--- src/rtl/epb_pkg.sv ---
package epb_pkg;
    typedef enum logic [1:0] {
        SEQ_IDLE,
        SEQ_IN_FILL,
        SEQ_OUT_HDR,
        SEQ_OUT_BODY
    } seq_state_t;
endpackage

--- src/rtl/epb_bank_ctrl.sv ---
module epb_bank_ctrl #(
    parameter int CNT_W = 7
) (
    input  logic             clk,
    input  logic             rst_n,
    input  logic             dir_in,
    input  logic             usb_pkt_rx,
    input  logic [CNT_W-1:0] usb_rx_len,
    input  logic             usb_ack_rx,
    input  logic             dma_done,
    output logic             dma_bank,
    output logic             usb_bank,
    output logic             full_dma,
    output logic             full_usb,
    output logic [CNT_W-1:0] len_dma
);
    localparam int NBANK = 2;

    logic [NBANK-1:0] full;
    logic [CNT_W-1:0] len_q [NBANK];
    logic             dp, up;
    logic             usb_take, usb_free;

    assign usb_take = !dir_in && usb_pkt_rx && !full[up];
    assign usb_free = dir_in && usb_ack_rx && full[up];

    genvar b;
    generate
        for (b = 0; b < NBANK; b++) begin : g_bank
            logic set_b, clr_b;
            assign set_b = (dma_done && dir_in && dp == 1'(b)) || (usb_take && up == 1'(b));
            assign clr_b = (dma_done && !dir_in && dp == 1'(b)) || (usb_free && up == 1'(b));
            always_ff @(posedge clk) begin
                if (!rst_n) begin
                    full[b]  <= 1'b0;
                    len_q[b] <= '0;
                end else begin
                    if (set_b)
                        full[b] <= 1'b1;
                    else if (clr_b)
                        full[b] <= 1'b0;
                    if (usb_take && up == 1'(b))
                        len_q[b] <= usb_rx_len;
                end
            end
        end
    endgenerate

    always_ff @(posedge clk) begin
        if (!rst_n) begin
            dp <= 1'b0;
            up <= 1'b0;
        end else begin
            dp <= dp ^ dma_done;
            up <= up ^ (usb_take | usb_free);
        end
    end

    assign dma_bank = dp;
    assign usb_bank = up;
    assign full_dma = full[dp];
    assign full_usb = full[up];
    assign len_dma  = len_q[dp];


    no_overflow_chk: assert property (@(posedge clk) disable iff (!rst_n)
        (dma_done && dir_in) |-> !full[dp]);


    no_underflow_chk: assert property (@(posedge clk) disable iff (!rst_n)
        (dma_done && !dir_in) |-> full[dp]);


    rx_drop_chk: assert property (@(posedge clk) disable iff (!rst_n)
        (!dir_in && usb_pkt_rx && (&full) && !dma_done) |=> (&full) && $stable(up));


    ack_release_chk: assert property (@(posedge clk) disable iff (!rst_n)
        (dir_in && usb_ack_rx && full[up] && !dma_done)
        |=> $countones(full) == $countones($past(full)) - 1);
endmodule

--- src/rtl/epb_seq.sv ---
module epb_seq
    import epb_pkg::*;
#(
    parameter int MAXP  = 64,
    parameter int CNT_W = 7
) (
    input  logic             clk,
    input  logic             rst_n,
    input  logic             dma_en,
    input  logic             dir_in,
    input  logic             cnt_ins,
    input  logic             dma_ack,
    input  logic             full_dma,
    input  logic [CNT_W-1:0] len_dma,
    output logic             dma_req,
    output logic             fifo_push,
    output logic             fifo_pop,
    output logic             hdr_phase,
    output logic             dma_done
);
    localparam logic [CNT_W-1:0] LAST_IN = CNT_W'(MAXP - 1);

    seq_state_t       state, nxt;
    logic [CNT_W-1:0] wcnt, rcnt;
    logic             last_in, last_out, fire, zl_free;

    assign last_in  = (wcnt == LAST_IN);
    assign last_out = (rcnt == len_dma - 1'b1);

    always_ff @(posedge clk) begin
        if (!rst_n) begin
            state <= SEQ_IDLE;
            wcnt  <= '0;
            rcnt  <= '0;
        end else begin
            state <= nxt;
            if (fifo_push)
                wcnt <= last_in ? '0 : wcnt + 1'b1;
            if (fifo_pop)
                rcnt <= last_out ? '0 : rcnt + 1'b1;
        end
    end

    always_comb begin
        dma_req   = 1'b0;
        fifo_push = 1'b0;
        fifo_pop  = 1'b0;
        hdr_phase = 1'b0;
        dma_done  = 1'b0;
        zl_free   = 1'b0;
        fire      = 1'b0;
        nxt       = state;
        unique case (state)
            SEQ_IDLE: begin
                if (dma_en)
                    nxt = dir_in ? SEQ_IN_FILL : (cnt_ins ? SEQ_OUT_HDR : SEQ_OUT_BODY);
            end
            SEQ_IN_FILL: begin
                dma_req   = dma_en && !full_dma;
                fire      = dma_req && dma_ack;
                fifo_push = fire;
                dma_done  = fire && last_in;
            end
            SEQ_OUT_HDR: begin
                hdr_phase = 1'b1;
                dma_req   = dma_en && full_dma;
                fire      = dma_req && dma_ack;
                if (fire) begin
                    if (len_dma == '0)
                        dma_done = 1'b1;
                    else
                        nxt = SEQ_OUT_BODY;
                end
            end
            SEQ_OUT_BODY: begin
                zl_free  = dma_en && full_dma && (len_dma == '0);
                dma_req  = dma_en && full_dma && (len_dma != '0);
                fire     = dma_req && dma_ack;
                fifo_pop = fire;
                dma_done = zl_free || (fire && last_out);
                if (fire && last_out)
                    nxt = cnt_ins ? SEQ_OUT_HDR : SEQ_OUT_BODY;
            end
            default: nxt = SEQ_IDLE;
        endcase
    end


    frozen_cnt_chk: assert property (@(posedge clk) disable iff (!rst_n)
        !dma_en |=> $stable(wcnt) && $stable(rcnt));


    wcnt_range_chk: assert property (@(posedge clk) disable iff (!rst_n)
        fifo_push |-> wcnt <= LAST_IN);


    hdr_no_pop_chk: assert property (@(posedge clk) disable iff (!rst_n)
        (state == SEQ_OUT_HDR && dma_ack) |=> rcnt == $past(rcnt));
endmodule

--- src/rtl/epb_dma_pacer.sv ---
module epb_dma_pacer #(
    parameter int MAXP = 64,
    parameter int DW   = 8,
    localparam int CNT_W = $clog2(MAXP + 1)
) (
    input  logic             clk,
    input  logic             rst_n,
    input  logic             cfg_dma_en,
    input  logic             cfg_dir_in,
    input  logic             cfg_cnt_ins,
    output logic             dma_req,
    input  logic             dma_ack,
    output logic [DW-1:0]    dma_rdata,
    input  logic [DW-1:0]    fifo_rdata,
    output logic             fifo_push,
    output logic             fifo_pop,
    output logic             bank_dma,
    output logic             bank_usb,
    input  logic             usb_pkt_rx,
    input  logic [CNT_W-1:0] usb_rx_len,
    input  logic             usb_ack_rx,
    output logic             pkt_ready
);
    logic             full_dma, full_usb, hdr_phase, dma_done;
    logic [CNT_W-1:0] len_dma;

    epb_bank_ctrl #(.CNT_W(CNT_W)) u_banks (
        .clk        (clk),
        .rst_n      (rst_n),
        .dir_in     (cfg_dir_in),
        .usb_pkt_rx (usb_pkt_rx),
        .usb_rx_len (usb_rx_len),
        .usb_ack_rx (usb_ack_rx),
        .dma_done   (dma_done),
        .dma_bank   (bank_dma),
        .usb_bank   (bank_usb),
        .full_dma   (full_dma),
        .full_usb   (full_usb),
        .len_dma    (len_dma)
    );

    epb_seq #(.MAXP(MAXP), .CNT_W(CNT_W)) u_seq (
        .clk       (clk),
        .rst_n     (rst_n),
        .dma_en    (cfg_dma_en),
        .dir_in    (cfg_dir_in),
        .cnt_ins   (cfg_cnt_ins),
        .dma_ack   (dma_ack),
        .full_dma  (full_dma),
        .len_dma   (len_dma),
        .dma_req   (dma_req),
        .fifo_push (fifo_push),
        .fifo_pop  (fifo_pop),
        .hdr_phase (hdr_phase),
        .dma_done  (dma_done)
    );

    assign dma_rdata = hdr_phase ? DW'(len_dma) : fifo_rdata;
    assign pkt_ready = cfg_dir_in ? full_usb : full_dma;


    out_req_chk: assert property (@(posedge clk) disable iff (!rst_n)
        (!cfg_dir_in && dma_req) |-> pkt_ready);


    commit_chk: assert property (@(posedge clk) disable iff (!rst_n)
        (cfg_dir_in && $stable(cfg_dir_in) && $rose(pkt_ready)) |-> $past(fifo_push));


    stray_ack_chk: assert property (@(posedge clk) disable iff (!rst_n)
        (dma_ack && !dma_req) |-> !fifo_push && !fifo_pop);
endmodule

--- config.mk ---
export PLATFORM = sky130hd
export DESIGN_NAME = epb_dma_pacer
export DESIGN_NICKNAME = d
export VERILOG_FILES = /design/src/rtl/epb_pkg.sv /design/src/rtl/epb_bank_ctrl.sv /design/src/rtl/epb_seq.sv /design/src/rtl/epb_dma_pacer.sv
export SDC_FILE = /design/constraint.sdc
export NUM_CORES = 1
export LEC_CHECK = 0
export BUFFER_PORTS_ARGS = -buffer_cell sky130_fd_sc_hd__buf_2
export CELL_PAD_IN_SITES_DETAIL_PLACEMENT = 1
export CELL_PAD_IN_SITES_GLOBAL_PLACEMENT = 2
export CORE_ASPECT_RATIO = 2
export CORE_MARGIN = 2
export CORE_UTILIZATION = 37
export CTS_CLUSTER_DIAMETER = 60
export CTS_CLUSTER_SIZE = 10
export DETAILED_ROUTE_END_ITERATION = 10
export GPL_TIMING_DRIVEN = 0
export PLACE_DENSITY_LB_ADDON = 0.1
export SETUP_SLACK_MARGIN = 0.02
export SYNTH_ARGS = -nofsm -noshare
export SYNTH_HDL_FRONTEND = slang
export SYNTH_SLANG_ARGS = --single-unit
--- constraint.sdc ---
create_clock -name clk -period 7.43 [get_ports clk]
set_clock_uncertainty 0.2 [all_clocks]
set_input_delay 1.1145 -clock clk [delete_from_list [all_inputs] [get_ports clk]]
set_output_delay 1.1145 -clock clk [all_outputs]
set_load 0.01 [all_outputs]
==> results of run 1 <==
power by group:
| group | internal, uW | switching, uW |
|---|---|---|
| Clock | 179 | 79.5 |
| Sequential | 208 | 7.11 |
| Combinational | 27.9 | 41.1 |
flip-flops by register name, indices dropped and copies added (netlist names), named ones only:
name              cells
u_banks.full          2
u_seq.rcnt            7
u_seq.wcnt            7
u_banks.len_q        14
u_seq.state           2
u_banks.usb_bank      1
u_banks.dma_bank      1
cell usage in the layout (no fill, tap or decap), types with 4 or more instances in the layout:
master / Yosys / layout
nor2b_1: 5 / 5
a21oi_1: 7 / 7
nand2_1: 21 / 21
xor2_1: 12 / 12
xnor2_1: 5 / 5
mux2i_1: 8 / 8
and3_1: 4 / 4
clkbuf_16: 0 / 6
nor2_1: 18 / 18
dfxtp_1: 21 / 21
edfxtp_1: 14 / 14
buf_2: 1 / 36
nand4_1: 8 / 8
and2_1: 15 / 15
nand2b_1: 4 / 4
clkbuf_1: 8 / 8
nand3_1: 5 / 5
o21ai_0: 13 / 13
cell families after synthesis:
group / synth area share
DFF: 0.390
adders and majority gates: 0.0174
AOI/OAI and AO/OA: 0.134
buffers and inverters: 0.0337
and+or+nand+nor: 0.285
muxes: 0.0697
xor gates and xnor gates: 0.0691
stage by stage:
stage,cell area [um^2],std cells,util
after floorplan,2150,227,-
final,2590,331,0.458
after detailed placement,2400,323,0.425
after global placement,2400,323,0.425
after CTS,2590,331,0.458
after global routing,2590,331,0.458
path summary, 6_finish.rpt:
kind	from	endpoint	slack (ps)	cells after the start
max	flop	fifo_pop	3160	10
min	u_seq.wcnt[6]	u_seq.wcnt[6]	290	1
max reg2reg	flop	u_banks.full[0]	4110	11
min reg2reg	u_seq.wcnt[6]	u_seq.wcnt[6]	290	1
routing by layer:
layer | global-route usage | wire, um
met1 | 0.169 | 1820
met2 | 0.374 | 3270
met3 | 0.0174 | 144
met4 | 0.0775 | 130
met5 | 0 | 0
worst reg2reg max path: stages (launching register included):
cell and delay, ps:
dfxtp_1 320, buf_6 140, buf_8 160, mux2i_1 430, ha_1 330, nor4b_1 310
a2bb2oi_1 170, xnor2_1 170, nor3_2 270, nand4_4 210, a2111oi_4 400, a211oi_2 70
layout make-up:
class                      instances  area (um^2)  share of cell area
inverter                           3         11.3             0.00435
clock buffer                       6          150              0.0579
multi-input combinational        178         1240               0.479
clock inverter                     2         36.3              0.0140
buffer                            11         61.3              0.0237
tap                               61         76.3              0.0295
sequential                        35          841               0.324
timing repair buffer              35          175              0.0676
synth_stat cells (all sizes together):
| cell type | count | area share |
|---|---|---|
| xor2 | 12 | 0.049 |
| nor3b | 3 | 0.010 |
| ha | 3 | 0.017 |
| nand2b | 4 | 0.012 |
| o211a | 2 | 0.0093 |
| o211ai | 3 | 0.010 |
| nor2b | 6 | 0.019 |
| buf | 3 | 0.015 |
| mux2i | 9 | 0.044 |
| edfxtp | 14 | 0.20 |
| clkbuf | 8 | 0.014 |
| mux2 | 3 | 0.016 |
| a211oi | 5 | 0.022 |
| nor4b | 2 | 0.0081 |
| and3 | 4 | 0.012 |
| a21oi | 7 | 0.016 |
| a31oi | 2 | 0.0058 |
| nand4b | 1 | 0.0041 |
| mux4 | 1 | 0.010 |
| nor4 | 3 | 0.016 |
| or3 | 2 | 0.0058 |
| xnor2 | 5 | 0.020 |
| nand3 | 6 | 0.016 |
| a2111oi | 1 | 0.013 |
| or4 | 2 | 0.0070 |
| inv | 3 | 0.0052 |
| o21ai | 15 | 0.035 |
| and2 | 16 | 0.048 |
| a2bb2oi | 2 | 0.0081 |
| a311oi | 1 | 0.0041 |
| o31ai | 2 | 0.0070 |
| and4b | 1 | 0.0046 |
| or4b | 1 | 0.0046 |
| dfxtp | 21 | 0.20 |
| nand2 | 21 | 0.037 |
| nand3b | 1 | 0.0035 |
| a21o | 1 | 0.0035 |
| nor2 | 19 | 0.037 |
| nand4 | 9 | 0.033 |
| nor3 | 3 | 0.0093 |
==> reports/metrics.cfg, run 1 <==
[worst_setup_path]
end_kind=output port
critPathLaunchType=flop
slowest_stage=mux2i_1
required_ps=6120
crit_type=reg2out
cp_max_fo=10
critPathArrivalTime_ps=2950
path_delay_family=simple AND/OR/NAND/NOR gates
max_stage_delay_ps=420
crit_top_cell=buf_2
cp_num_buf_inv=4
worstPathCellList=buf_6, buf_8, mux2i_1, ha_1, nor4b_1, a2bb2oi_1, nor2b_2, and4b_1, buf_2, buf_2

[clock_network]
cts_hold_buf=0
cts_buffer_depth=2
cts_buffers=5
cts_num_sinks=35
clk_pin_slew_worst_paths_ps=60
cts_tree=built
cts_setup_buffers=0
cts-resized-gates=0
clk_latency_ps=280
cts-htree-levels=2
cts.root.buffer_cell=clkbuf_16

[cells_and_area]
syn_to_final_growth_pct=20.3
drive_gt1_frac=0.226
filler_cell_count=670
diodes=0
fin_nets=295

[pwr]
powerDensity_nw_per_um2=209
leakagePower_uw=0.00103
peakVddDrop_mv=0.175
totalPowerFinal_uw=542

[timing]
finalHoldViolations=0
tns_ps=0
finalCritPeriodShare=0.575
setup_ws_ps=3160
layout_min_cycle_time_ps=4270
setup_viol=0
relSlewSlack=0.258
worst_hold_slack_ps=287
finalMaxSlewViolations=0
rsz0062_at_grt=no
max_freq_ghz=0.234
worstMarginPinSlew_ps=1100

[floorplan]
chipHeight_um=112
core-area_um2=5660
die_w_um=57.9
die-area_um2=6480
start_util=0.380
boundaryPins=37
std_cell_rows=39

[drt]
drc=0
drtAntennaViolNets=0
wl_per_cell_um=16.2
drtIter0Drc=26
firstDrtPassIters=4
totalWireLength_mm=5.36
num_vias=1817
via_per_inst=5.49

[global_route]
overflow=0
antenna_found_initial=0
grt_pass1_vias=1938
grt_pass1_wl_mm=9.07
grt_max_degree=13
grt_use_total=0.183

[flow_run]
drv_cap=0

[placement]
place_congestion=0.747
dpl.hpwl_mm=4.43
preCtsSetupSlack_ps=3400
numPortBuffers=35

[synth]
yosysWarningCount=0
synth-seq-area-share=0.390
synth_cell_types=52
avgSynthCellArea_um2=9.49
synth_seq_cells=35
synth_fp_nets=253
syn_area_um2=2150
syn_inst=227

[outcome]
status=completed

[worst_hold_path]
min_path_type=reg2reg

Note: power is estimated with default switching activity, not from simulation.
==> run 2: changes to the inputs <==
--- a/config.mk
+++ b/config.mk
@@ -10,7 +10,7 @@
 export CELL_PAD_IN_SITES_GLOBAL_PLACEMENT = 2
 export CORE_ASPECT_RATIO = 2
 export CORE_MARGIN = 2
-export CORE_UTILIZATION = 37
+export CORE_UTILIZATION = 34
 export CTS_CLUSTER_DIAMETER = 60
 export CTS_CLUSTER_SIZE = 10
 export DETAILED_ROUTE_END_ITERATION = 10
==> constraint.sdc (replaced) <==
create_clock -name clk -period 4.3 [get_ports clk]
set_clock_uncertainty 0.2 [all_clocks]
set_input_delay 0.645 -clock clk [delete_from_list [all_inputs] [get_ports clk]]
set_output_delay 0.645 -clock clk [all_outputs]
set_load 0.01 [all_outputs]
==> run 2 against run 1 <==
Compared with the run above: clock power rose by 36%; worst setup slack got worse by 2600 ps; hold slack got worse by 21 ps; non-clock buffer count did not move; sequential power rose by 73%.
==> reports/metrics.cfg, run 2 (same netlist as run 1, synthesis figures left out) <==
[outcome]
status=completed

[floorplan]
std_cell_rows=41
die_w_um=60.3
die-area_um2=7020
chipHeight_um=117
boundaryPins=37
start_util=0.347
core-area_um2=6210

[timing]
max_freq_ghz=0.270
layout_min_cycle_time_ps=3710
finalMaxSlewViolations=0
finalHoldViolations=0
worstMarginPinSlew_ps=1130
relSlewSlack=0.242
rsz0062_at_grt=no
setup_viol=0
finalCritPeriodShare=0.862
tns_ps=0

[cells_and_area]
fin_nets=295
final_cell_mix=36 x buf_2, 21 x nand2_1, 21 x dfxtp_1
regMostFlops=u_banks.len_q
syn_to_final_growth_pct=19.6
top_regs=u_banks.len_q x14, u_seq.rcnt x7, u_seq.wcnt x7
largest_reg_flops=14
post-route-cell-area_um2=2580
drive_gt1_frac=0.219
filler_cell_count=737
diodes=0
final_common_cell=buf_2

[global_route]
use_met3=0.0332
grt_pass1_wl_mm=8.18
overflow=0
grt_max_degree=12
antenna_found_initial=0
grt_use_total=0.156
busiest_layer=met2
use_met2=0.264
grt_pass1_vias=1703
grt_use_met1=0.183

[clock_network]
cts_buffers=5
cts_setup_buffers=0
clk_pin_slew_worst_paths_ps=60
cts_num_sinks=35
cts-resized-gates=0
cts.root.buffer_cell=clkbuf_16
cts_buffer_depth=2
cts_tree=built
clk_latency_ps=280
cts-htree-levels=2
cts_hold_buf=0

[worst_setup_path]
slowest_stage=mux2i_1
worstPathCellList=buf_6, buf_8, mux2i_1, ha_1, nor4b_1, a2bb2oi_1, nor2b_2, and4b_1, buf_2, buf_2
required_ps=3450
end_kind=output port
crit_type=reg2out
critPathArrivalTime_ps=2860
max_stage_delay_ps=380
cp_max_fo=10
crit_top_cell=buf_2
critPathLaunchType=flop

[placement]
dpl.hpwl_mm=3.91
numPortBuffers=35
place_area_um2=2440
place_congestion=0.765

[drt]
wl_per_cell_um=14.2
firstDrtPassIters=4
totalWireLength_mm=5.07
drtAntennaViolNets=0
drtIter0Drc=34
via_per_inst=5.04
drc=0
num_vias=1794

[pwr]
peakVddDrop_mv=0.277
leakagePower_uw=0.00100
powerDensity_nw_per_um2=326
totalPowerFinal_uw=841

[worst_hold_path]
min_path_type=reg2reg

[flow_run]
drv_cap=0

[run 2: report_power, final]
group | total, uW | switching (uW) | internal, uW | leakage (uW)
sequential | 372 | 12.2 | 359 | 0.000317
clock | 352 | 142 | 210 | 0.0000649
combinational | 117 | 68.9 | 48.2 | 0.000622
[run 2: layer usage]
metal | vias up | part of all wire
met5 | - | 0
met4 | 0 | 0.021
met3 | 7 | 0.035
met2 | 32 | 0.52
met1 | 846 | 0.43
li1 | 909 | -
[run 2: final timing paths]
kind                                     from               to  slack (ps)  cells past startpoint
worst min register to register  u_seq.wcnt[6]    u_seq.wcnt[6]         270                      1
worst min-delay path            u_seq.wcnt[6]    u_seq.wcnt[6]         270                      1
worst max-delay path                     flop         fifo_pop         590                     10
worst max register to register           flop  u_banks.full[0]        1110                     11
[run 2: cell type report]
cell class | count | area (um^2) | area share
Buffer | 11 | 61.3 | 0.0238
Clock buffer | 5 | 125 | 0.0486
Clock inverter | 3 | 15.0 | 0.00583
Inverter | 3 | 11.3 | 0.00437
Multi-Input combinational cell | 178 | 1240 | 0.481
Sequential cell | 35 | 841 | 0.326
Tap cell | 86 | 108 | 0.0418
Timing Repair Buffer | 35 | 175 | 0.0680
[run 2: critical path: cells and delay by family, from the launching register on]
kind                       cells  cell delay (ps)
and+or+nand+nor                3              750
buffers and inverters          4              620
muxes                          1              380
DFF                            1              320
adders and majority gates      1              320
AOI/OAI and AO/OA              1              160
[run 2: through the flow]
step                      instances  hold WS, ps   util  setup WS, ps
final                           356          266  0.415           594
after global routing            356          286  0.415           355
after CTS                       356          268  0.415           536
after detailed placement        348          261  0.392           868
after global placement          348          246  0.392           845
after floorplan                 227          241      -          1410
